[src/rtl/sprom_pkg.sv]
// Package: shared constants and state types for the serial EEPROM reader.
// Assumes a part that uses a start bit, a two-bit opcode and 6 or 8 address bits.
package sprom_pkg;
    localparam int WORD_W      = 16;
    localparam int ADDR_WIDE   = 8;
    localparam int ADDR_NARROW = 6;
    localparam int OPC_W       = 3;
    localparam int CMD_MAX     = OPC_W + ADDR_WIDE;
    localparam int BITCNT_W    = $clog2(CMD_MAX + WORD_W + 1);
    localparam logic [OPC_W-1:0] OPC_READ = 3'b110;

    typedef enum logic [2:0] {
        E_IDLE, E_SEL, E_LO, E_HI, E_TAIL, E_DESEL
    } eng_st_t;

    typedef enum logic [2:0] {
        B_START0, B_WAIT0, B_STARTS, B_WAITS, B_FIN
    } boot_st_t;
endpackage

[src/rtl/sprom_phase_timer.sv]
// Module: phase timer. It counts PHASE_CYC cycles after each restart and raises
// tick in the last cycle of the phase. Assumes PHASE_CYC >= 1.
module sprom_phase_timer #(
    parameter int PHASE_CYC = 100
) (
    input  logic clk,
    input  logic rst_n,
    input  logic restart,
    output logic tick
);
    localparam int CW = $clog2(PHASE_CYC + 1);

    logic [CW-1:0] cnt_q;

    // Reload on restart, otherwise count down to zero and hold there.
    always_ff @(posedge clk) begin
        if (!rst_n)
            cnt_q <= '0;
        else if (restart)
            cnt_q <= CW'(PHASE_CYC - 1);
        else if (cnt_q != '0)
            cnt_q <= cnt_q - 1'b1;
    end

    assign tick = (cnt_q == '0);
endmodule

[src/rtl/sprom_engine.sv]
// Module: serial access engine. It runs one read access: select, command bits,
// sixteen data bits, a tail phase and a deselect phase. Pin outputs are
// registered from the next-state values. Assumes sdo has already been
// synchronized and start is raised only while active is low.
module sprom_engine
    import sprom_pkg::*;
(
    input  logic                  clk,
    input  logic                  rst_n,
    input  logic                  tick,
    input  logic                  start,
    input  logic [ADDR_WIDE-1:0]  start_addr,
    input  logic                  start_wide,
    input  logic                  sdo,
    output logic                  advance,
    output logic                  active,
    output logic                  done,
    output logic [WORD_W-1:0]     rdata,
    output logic                  ee_cs,
    output logic                  ee_sk,
    output logic                  ee_di
);
    localparam int NC_W = $clog2(CMD_MAX + 1);

    eng_st_t               st_q, st_d;
    logic [CMD_MAX-1:0]    cmd_q, cmd_d;
    logic [BITCNT_W-1:0]   bit_q, bit_d, last_bit;
    logic [NC_W-1:0]       ncmd_q, ncmd_d;
    logic [WORD_W-1:0]     shin_q, shin_d, rdata_q;
    logic                  done_q, done_d;
    logic                  cs_q, sk_q, di_q, di_d;

    assign last_bit = BITCNT_W'(ncmd_q) + BITCNT_W'(WORD_W - 1);

    // Next-state, shift-register and pin-value computation.
    always_comb begin
        st_d   = st_q;
        cmd_d  = cmd_q;
        bit_d  = bit_q;
        ncmd_d = ncmd_q;
        shin_d = shin_q;
        done_d = 1'b0;
        case (st_q)
            E_IDLE: if (start) begin
                st_d  = E_SEL;
                bit_d = '0;
                if (start_wide) begin
                    ncmd_d = NC_W'(CMD_MAX);
                    cmd_d  = {OPC_READ, start_addr};
                end else begin
                    ncmd_d = NC_W'(OPC_W + ADDR_NARROW);
                    cmd_d  = {OPC_READ, start_addr[ADDR_NARROW-1:0],
                              {(ADDR_WIDE - ADDR_NARROW){1'b0}}};
                end
            end
            E_SEL:  if (tick) st_d = E_LO;
            E_LO:   if (tick) st_d = E_HI;
            E_HI:   if (tick) begin
                if (bit_q >= BITCNT_W'(ncmd_q))
                    shin_d = {shin_q[WORD_W-2:0], sdo};
                cmd_d = cmd_q << 1;
                if (bit_q == last_bit)
                    st_d = E_TAIL;
                else begin
                    st_d  = E_LO;
                    bit_d = bit_q + 1'b1;
                end
            end
            E_TAIL:  if (tick) st_d = E_DESEL;
            E_DESEL: if (tick) begin
                st_d   = E_IDLE;
                done_d = 1'b1;
            end
            default: st_d = E_IDLE;
        endcase
        di_d = ((st_d == E_LO) || (st_d == E_HI)) &&
               (bit_d < BITCNT_W'(ncmd_d)) && cmd_d[CMD_MAX-1];
    end

    // State, shifter and registered pin outputs.
    always_ff @(posedge clk) begin
        if (!rst_n) begin
            st_q    <= E_IDLE;
            cmd_q   <= '0;
            bit_q   <= '0;
            ncmd_q  <= '0;
            shin_q  <= '0;
            rdata_q <= '0;
            done_q  <= 1'b0;
            cs_q    <= 1'b0;
            sk_q    <= 1'b0;
            di_q    <= 1'b0;
        end else begin
            st_q   <= st_d;
            cmd_q  <= cmd_d;
            bit_q  <= bit_d;
            ncmd_q <= ncmd_d;
            shin_q <= shin_d;
            done_q <= done_d;
            if (done_d)
                rdata_q <= shin_q;
            cs_q <= (st_d == E_SEL) || (st_d == E_LO) ||
                    (st_d == E_HI)  || (st_d == E_TAIL);
            sk_q <= (st_d == E_HI);
            di_q <= di_d;
        end
    end

    assign advance = (st_q == E_IDLE) ? start : tick;
    assign active  = (st_q != E_IDLE);
    assign done    = done_q;
    assign rdata   = rdata_q;
    assign ee_cs   = cs_q;
    assign ee_sk   = sk_q;
    assign ee_di   = di_q;
endmodule

[src/rtl/sprom_boot.sv]
// Module: boot sequencer. After reset it reads word 0 in wide mode, chooses
// the address width from the probe value, then loads words 7 to 9 into the
// station address. Assumes each start is issued only while the engine is idle.
module sprom_boot
    import sprom_pkg::*;
#(
    parameter logic [WORD_W-1:0] PROBE_WORD = 16'h8129
) (
    input  logic                   clk,
    input  logic                   rst_n,
    input  logic                   eng_done,
    input  logic [WORD_W-1:0]      eng_data,
    output logic                   go,
    output logic [ADDR_WIDE-1:0]   go_addr,
    output logic                   go_wide,
    output logic                   boot_done,
    output logic                   init_done,
    output logic                   wide_addr,
    output logic [3*WORD_W-1:0]    station_addr
);
    localparam int NWORDS = 3;
    localparam int BASE   = 7;
    localparam int IW     = $clog2(NWORDS);

    boot_st_t              st_q;
    logic [IW-1:0]         idx_q;
    logic                  wide_q, pulse_q;
    logic [3*WORD_W-1:0]   sta_q;

    // Sequence through the probe read and the station-word reads.
    always_ff @(posedge clk) begin
        if (!rst_n) begin
            st_q    <= B_START0;
            idx_q   <= '0;
            wide_q  <= 1'b0;
            pulse_q <= 1'b0;
            sta_q   <= '0;
        end else begin
            pulse_q <= 1'b0;
            case (st_q)
                B_START0: st_q <= B_WAIT0;
                B_WAIT0: if (eng_done) begin
                    wide_q <= (eng_data == PROBE_WORD);
                    st_q   <= B_STARTS;
                end
                B_STARTS: st_q <= B_WAITS;
                B_WAITS: if (eng_done) begin
                    sta_q[WORD_W*idx_q +: WORD_W] <= eng_data;
                    if (idx_q == IW'(NWORDS - 1)) begin
                        st_q    <= B_FIN;
                        pulse_q <= 1'b1;
                    end else begin
                        idx_q <= idx_q + 1'b1;
                        st_q  <= B_STARTS;
                    end
                end
                default: st_q <= B_FIN;
            endcase
        end
    end

    assign go           = (st_q == B_START0) || (st_q == B_STARTS);
    assign go_addr      = (st_q == B_START0) ? '0 : ADDR_WIDE'(BASE) + ADDR_WIDE'(idx_q);
    assign go_wide      = (st_q == B_START0) ? 1'b1 : wide_q;
    assign boot_done    = (st_q == B_FIN);
    assign init_done    = pulse_q;
    assign wide_addr    = wide_q;
    assign station_addr = sta_q;
endmodule

[src/rtl/sprom_reader.sv]
// Module: top of the serial EEPROM word reader. It synchronizes data-out,
// shares one engine between the boot sequencer and client requests, and
// drops requests that arrive while busy. Assumes PHASE_CYC >= 3, so that a
// synchronized sample is taken after data-out has settled in the high phase.
module sprom_reader #(
    parameter int          PHASE_CYC  = 100,
    parameter logic [15:0] PROBE_WORD = 16'h8129
) (
    input  logic        clk,
    input  logic        rst_n,
    input  logic        req,
    input  logic [7:0]  req_addr,
    output logic        busy,
    output logic        rd_valid,
    output logic [15:0] rd_data,
    output logic        init_done,
    output logic        wide_addr,
    output logic [47:0] station_addr,
    output logic        ee_cs,
    output logic        ee_sk,
    output logic        ee_di,
    input  logic        ee_do
);
    import sprom_pkg::*;

    logic                 sync1_q, sync2_q;
    logic                 tick, advance, eng_active, eng_done;
    logic                 eng_start, eng_wide;
    logic [ADDR_WIDE-1:0] eng_addr;
    logic [WORD_W-1:0]    eng_data;
    logic                 boot_go, boot_wide, boot_done;
    logic [ADDR_WIDE-1:0] boot_addr;
    logic                 user_go;

    // Two-flop synchronizer on serial data-out.
    always_ff @(posedge clk) begin
        if (!rst_n) begin
            sync1_q <= 1'b0;
            sync2_q <= 1'b0;
        end else begin
            sync1_q <= ee_do;
            sync2_q <= sync1_q;
        end
    end

    assign user_go   = boot_done && !eng_active && req;
    assign eng_start = boot_go || user_go;
    assign eng_addr  = boot_go ? boot_addr : req_addr;
    assign eng_wide  = boot_go ? boot_wide : wide_addr;

    sprom_phase_timer #(.PHASE_CYC(PHASE_CYC)) u_timer (
        .clk     (clk),
        .rst_n   (rst_n),
        .restart (advance),
        .tick    (tick)
    );

    sprom_engine u_eng (
        .clk        (clk),
        .rst_n      (rst_n),
        .tick       (tick),
        .start      (eng_start),
        .start_addr (eng_addr),
        .start_wide (eng_wide),
        .sdo        (sync2_q),
        .advance    (advance),
        .active     (eng_active),
        .done       (eng_done),
        .rdata      (eng_data),
        .ee_cs      (ee_cs),
        .ee_sk      (ee_sk),
        .ee_di      (ee_di)
    );

    sprom_boot #(.PROBE_WORD(PROBE_WORD)) u_boot (
        .clk          (clk),
        .rst_n        (rst_n),
        .eng_done     (eng_done),
        .eng_data     (eng_data),
        .go           (boot_go),
        .go_addr      (boot_addr),
        .go_wide      (boot_wide),
        .boot_done    (boot_done),
        .init_done    (init_done),
        .wide_addr    (wide_addr),
        .station_addr (station_addr)
    );

    assign busy     = !boot_done || eng_active;
    assign rd_valid = eng_done && boot_done;
    assign rd_data  = eng_data;
endmodule

[config.mk]
export PLATFORM = sky130hd
export DESIGN_NAME = sprom_reader
export DESIGN_NICKNAME = d
export VERILOG_FILES = /design/src/rtl/sprom_pkg.sv /design/src/rtl/sprom_phase_timer.sv /design/src/rtl/sprom_engine.sv /design/src/rtl/sprom_boot.sv /design/src/rtl/sprom_reader.sv
export SDC_FILE = /design/constraint.sdc
export NUM_CORES = 1
export LEC_CHECK = 0
export ABC_AREA = 1
export ABC_CLOCK_PERIOD_IN_PS = 2800
export BUFFER_PORTS_ARGS = -buffer_cell sky130_fd_sc_hd__buf_2
export CORE_MARGIN = 4
export CORE_UTILIZATION = 36
export CTS_BUF_LIST = sky130_fd_sc_hd__clkbuf_8
export DETAILED_ROUTE_END_ITERATION = 12
export HOLD_SLACK_MARGIN = 0.12
export PLACE_DENSITY_LB_ADDON = 0.1
export SLEW_MARGIN = 5
export SYNTH_ARGS = -nofsm -noshare
export SYNTH_HDL_FRONTEND = slang
export SYNTH_HIERARCHICAL = 1
export SYNTH_SLANG_ARGS = --single-unit
[constraint.sdc]
create_clock -name clk -period 2.8 [get_ports clk]
set_input_delay 0.56 -clock clk [delete_from_list [all_inputs] [get_ports clk]]
set_output_delay 0.56 -clock clk [all_outputs]
set_load 0.005 [all_outputs]
Word level (Yosys, flattened, before mapping)
Index checks and enable logic that the tools add are counted.
Cells by class
  add/subtract/negate cells: 6
  magnitude comparators: 2
  eq/ne operators: 20
  shift-type cells: 2
  mux-type cells: 34
  bitwise logic cells: 2
  reduce and logical (&&, ||, !) cells: 29
Operators by type and width (number)
  48-bit bitwise mux: 1
  16-bit by 34-bit variable shift with 48-bit output, first input constant: 1
  16-bit by 34-bit indexed part select with 48-bit output: 1
  6-bit negator with 34-bit output: 1
  3-bit two-way mux: 10
  8-bit two-way mux: 3
  11-bit two-way mux: 2
  11-bit one-hot mux with 2 select lines: 1
  3-bit by 2-bit == test with 1-bit output, second input constant: 6
  3-bit one-hot mux with 6 select lines: 1
  16-bit == test, second input constant: 1
  5-bit two-way mux: 3
  7-bit two-way mux: 2
  3-bit == test, second input constant: 4
  3-bit one-hot mux with 4 select lines: 1
  3-bit AND reduction: 4
  5-bit one-hot mux with 2 select lines: 1
  3-bit by 1-bit == test with 1-bit output, second input constant: 3
  4-bit two-way mux: 2
  7-bit logical NOT: 1
  1-bit logical OR: 7
  7-bit nonzero test: 1
  7-bit by 1-bit subtractor with 7-bit output, second input constant: 1
  3-bit logical NOT: 2
  19 further kinds: 35
Storage, ports and cells
  flip-flop bits (word level): 123
  input bits: 12
  word-level logic and storage cells: 115

Depth between registers and ports, before layout
  word-level depth: 11
  mapped depth: 20

By module
Netlist, hierarchy kept.
Modules (own cells, without submodules)
  sprom_engine: times used 1, cells each 364, area an instance 2641.3 um^2
  sprom_boot: times used 1, cells each 389, area an instance 2638.8 um^2
  sprom_phase_timer: times used 1, cells each 56, area an instance 400.4 um^2
  sprom_reader: times used 1, cells each 41, area an instance 195.2 um^2

Worst setup path before layout
OpenSTA, ideal clock, no wires.
  path kind: register to register
  from: reg u_boot.st_q[2]
  to: reg u_eng.di_q (netlist: u_eng/ee_di)
  arrival time: 2257 ps
  data required time: 2734 ps
  path slack: 477 ps
  cell stages (with the launch flop): 16
  path buffers: 2
  clock period less this slack: 2323 ps
  cells stage by stage: dfxtp_1 buf_2 nor3_1 or2_2 nand2_1 nand2_1 clkbuf_1 inv_1 o21ai_0 inv_1 ha_1 nand2_1 inv_1 nand2_1 nand2_1 a21oi_2
RTL lines
  from (decl): line sprom_boot.sv:25  | boot_st_t st_q;
  from (signal assigned): line sprom_boot.sv:33  | st_q <= B_START0;
  from (signal assigned): line sprom_boot.sv:41  | B_START0: st_q <= B_WAIT0;
  from (signal assigned): line sprom_boot.sv:44  | st_q <= B_STARTS;
  3-bit logical NOT: line sprom_boot.sv:64  | assign go_wide = (st_q == B_START0) ? 1'b1 : wide_q;
  1-bit two-way mux: line sprom_boot.sv:64
  via boot_wide: line sprom_reader.sv:31  | logic boot_go, boot_wide, boot_done;
  1-bit two-way mux: line sprom_reader.sv:49  | assign eng_wide = boot_go ? boot_wide : wide_addr;
  via eng_wide: line sprom_reader.sv:28  | logic eng_start, eng_wide;
  2-bit two-way mux: line sprom_engine.sv:47  | if (start_wide) begin
  4-bit two-way mux: line sprom_engine.sv:44  | E_IDLE: if (start) begin
  4-bit two-way mux: line sprom_engine.sv:43  | case (st_q)
  5-bit by 4-bit < comparator with 1-bit output: line sprom_engine.sv:77  | (bit_d < BITCNT_W'(ncmd_d)) && cmd_d[CMD_MAX-1];
  1-bit logical AND: line sprom_engine.sv:76  | di_d = ((st_d == E_LO) || (st_d == E_HI)) &&
  1-bit logical AND: line sprom_engine.sv:77
  to (signal assigned): line sprom_engine.sv:105  | di_q <= di_d;
  to (decl): line sprom_engine.sv:31  | logic cs_q, sk_q, di_q, di_d;
The timed path passes the listed nets, and every way through them passes these cells. The select of a mux whose other input is x is not followed.
A chain may end at the register's enable or synchronous reset.

Final worst setup path
  from: reg u_eng.ncmd_q[0]
  to: reg u_eng.di_q (netlist: u_eng/ee_di)
RTL lines
  from (decl): line sprom_engine.sv:28  | logic [NC_W-1:0] ncmd_q, ncmd_d;
  from (signal assigned): line sprom_engine.sv:97  | ncmd_q <= ncmd_d;
  4-bit by 4-bit adder with 5-bit output: line sprom_engine.sv:33  | assign last_bit = BITCNT_W'(ncmd_q) + BITCNT_W'(WORD_W - 1);
  5-bit == test: line sprom_engine.sv:62  | if (bit_q == last_bit)
  5-bit two-way mux: line sprom_engine.sv:62
  5-bit two-way mux: line sprom_engine.sv:58  | E_HI: if (tick) begin
  5-bit one-hot mux with 2 select lines: line sprom_engine.sv:43
  via u_eng.bit_d[2]: line sprom_engine.sv:27  | logic [BITCNT_W-1:0] bit_q, bit_d, last_bit;
  5-bit by 4-bit < comparator with 1-bit output: line sprom_engine.sv:77
  1-bit logical AND: line sprom_engine.sv:76
  1-bit logical AND: line sprom_engine.sv:77
The timed path passes the listed nets, and every way through them passes these cells.

==> summary.txt <==
Drt
  – Total Routed Length: about 16 mm
  – DR WL/cell: 13.8 um
  – WL met1: 7.86 mm
  – Met2 wire length: 6.93 mm
  – Post-DRT Antenna Nets: 0
  – Highest routed layer: met4
  – # DRC: 0
  – Met3 routed WL: 901 um
  – Via Count: 5367
  – Vias per std cell: 4.63
  – Iter 0 DRT Violations: 393
  – DRT Pass-1 Iters: 5

Floorplanning
  – Core area: approximately 16000 um^2
  – Rows: 46
  – Die Span Y: 136 um
  – Initial Util: 0.369
  – Top-level I/O count: 83
  – Die width: about 140 um
  – Die area: 18400 um^2

STA
  – Fmax: 0.411 GHz
  – Setup TNS Final: 0 ns
  – Final period util: 0.868
  – Headroom to the max-slew limit: 0.364
  – Final hold vios: 0
  – Finish-stage setup viols: 0
  – Minimum clock period: 2.43 ns
  – Fin Hold WS: slightly below 0.3 ns
  – Max Slew Vio Count: 0
  – RSZ-0062 raised after global routing: no
  – Worst Skew: 0.0113 ns
  – Worst Tran Pin Value: 0.951 ns

Synthesis
  – FF+latch count, synth: roughly 120
  – Instance count of the mapped netlist: 850
  – Post-synthesis sequential area ratio: 0.419
  – Cell Area, Synth: 5880 um^2
  – Post-Syn Area per Cell: 6.91 um^2
  – Yosys cell types: 44
  – Synth warn: 6

GRT
  – Initial antenna violation count: 0
  – Overall Global Routing Usage: 0.180
  – First-pass GRT wire length: 26.1 mm
  – Vias in the first global route: 5079
  – Largest net degree at the start of global routing: 32
  – Grt total ovfl: 0

Clocking
  – Post_cts resized: 0
  – Clock sink count: between 100 and 150
  – Post-CTS Hold Buffers: 0
  – Worst-skew pair later-pin latency: about 0.45 ns
  – Root Driver: clkbuf_8
  – Total CTS buffers: 17
  – Worst-path clk slew: 0.07 ns
  – H-tree depth: 4
  – Clock Path Buffers: 2
  – Post-CTS Repair Setup Buffers: 0
  – CTS tree: built

Power
  – Net Sw Power: 1.20 mW
  – Sequential power share: 0.487
  – Clock power share: 0.359
  – Leakage: 3.18 nW
  – Comb pwr share: 0.154
  – PwrDens: between 500 and 600 nW/um^2
  – Pint: 2.67 mW
  – Maximum VDD drop: 284 uV
  – Sw Ratio: 0.310

Finish
  – Ant. Diodes: 0
  – Post-layout util: 0.426
  – Non-filler instance count after layout: 1158
  – Finished Cell Area: 6800 um^2
  – Layout cells sized above 1: 0.167
  – P&R area growth vs syn: 15.7%
  – Nets: 956

Setup path
  – Worst EP arrival: about 2.8 ns
  – CP max FO: 5
  – Worst Setup End Kind: flop
  – Critical path class: reg -> reg
  – CP startpoint kind: flop
  – WP data required: 3.18 ns

Hold path
  – HP Class: in -> reg

Placement
  – Port bufs: between 80 and 90
  – Area post-placement: 6450 um^2
  – RePlAce Congestion: 0.872
  – Placed insts: 1126
  – Post-DP HPWL: 11.4 mm

Status
  – Status: finished, final reports clean

Flow run
  – Max cap viols: 0
layout make-up:
class / count / area (um^2)
clock inverter: 14 / 97.6
timing repair buffer: 95 / 508
fill: 1734 / 9150
inverter: 103 / 388
multi-input combinational: 589 / 2820
tap: 216 / 270
clock buffer: 18 / 248
sequential: 123 / 2460
power groups by stage:
stage / Sequential, mW / Combinational, mW / Clock, mW
after floorplan: 1.91 / 0.481 / 0
after global placement: 1.92 / 0.604 / 0
after detailed placement: 1.92 / 0.600 / 0
after CTS: 1.88 / 0.602 / 1.44
after global routing: 1.89 / 0.689 / 1.52
final: 1.88 / 0.597 / 1.39
synthesized netlist by cell type (all sizes together):
cell type	count	share of area
nor3	17	0.018
xor2	1	0.0015
nand2	194	0.13
a32oi	1	0.0015
o211ai	2	0.0026
nor2	173	0.12
a31oi	1	0.0011
conb	1	0.00064
clkbuf	17	0.011
o21ai	68	0.059
ha	15	0.032
clkinv	5	0.0034
a21o	1	0.0013
o21bai	1	0.0013
or2	3	0.0032
nand3	32	0.031
mux2i	5	0.0085
nand3b	1	0.0013
dfxtp	123	0.42
inv	98	0.063
nand4	8	0.0085
a221oi	5	0.0075
a211oi	2	0.0047
buf	21	0.026
a21oi	55	0.049
kinds of logic (layout without fill, tap and decap cells):
group	after synthesis	after routing	share of synthesized area
other cells	1	4	0.000638
buf+inv	141	230	0.103
flops	123	123	0.419
mux	5	5	0.00852
fa+ha+maj	15	15	0.0319
xor+xnor	1	1	0.00149
simple gates	428	428	0.308
compound gates	136	136	0.128
layout by cell type, fill, tap and decap left out, types with 2 or more instances in the layout:
master      Yosys  layout
clkbuf_8        0      18
clkinv_4        0       2
nand3_2         2       2
conb_1          1       4
nand2_2         5       5
buf_4           6      13
buf_2           9      82
a21oi_2         4       4
a21oi_1        51      51
ha_1           15      15
nor3_1         15      15
inv_6           0       3
o21ai_0        66      66
mux2i_1         5       5
nor2_1        166     166
inv_1          94      95
dfxtp_1       123     123
nor2_4          4       4
nand3_1        29      29
nor3_4          2       2
o211ai_1        2       2
nand4_1         8       8
nor2_2          3       3
nand2_1       187     187
clkinv_2        1       5
inv_2           4       4
a221oi_1        5       5
clkinvlp_4      0       4
clkinv_1        4       4
nand2_4         2       2
metrics by stage:
stage	setup WS, ns	power, mW
floorplan	0.477	2.39
global placement	0.468	2.53
detailed placement	0.401	2.52
CTS	0.387	3.92
global route	0.0270	4.11
finish	0.369	3.86
layer usage:
metal,global-route usage,vias to the layer above
met4,0.0498,0
met5,0,-
met2,0.269,127
met3,0.0583,18
met1,0.249,2388
li1,-,2834
registers in the layout, summed over array words and instances, names as in the netlist, 3 cells and up:
register	flops
u_boot/st_q	3
u_boot/station_addr	48
u_eng/bit_q	5
u_eng/cmd_q	11
u_eng/ncmd_q	4
u_eng/rdata	16
u_eng/shin_q	16
u_eng/st_q	3
u_timer/cnt_q	7
final timing paths:
path | end | slack [ns] | start | depth (start not counted)
worst max-delay path | u_eng/ee_di | 0.37 | u_eng/ncmd_q[0] | 16
worst min-delay path | sync1_q | 0.29 | ee_do | 3
worst max register to register | u_eng/ee_di | 0.37 | u_eng/ncmd_q[0] | 16
worst min register to register | sync2_q | 0.41 | sync1_q | 2
worst max-delay path, stage by stage, from the launching register on:
cell and delay [ns]:
dfxtp_1 0.35, inv_1 0.09, ha_1 0.24, inv_1 0.06, nand2_1 0.06, a21oi_1 0.14
nor2_1 0.06, nand2_1 0.15, nand2_1 0.10, inv_1 0.10, nand2_1 0.07, o21ai_0 0.22
nand2_1 0.10, ha_1 0.29, a21oi_1 0.15, nand2_1 0.08, a21oi_2 0.10
Note: power is estimated with default switching activity, not from simulation.
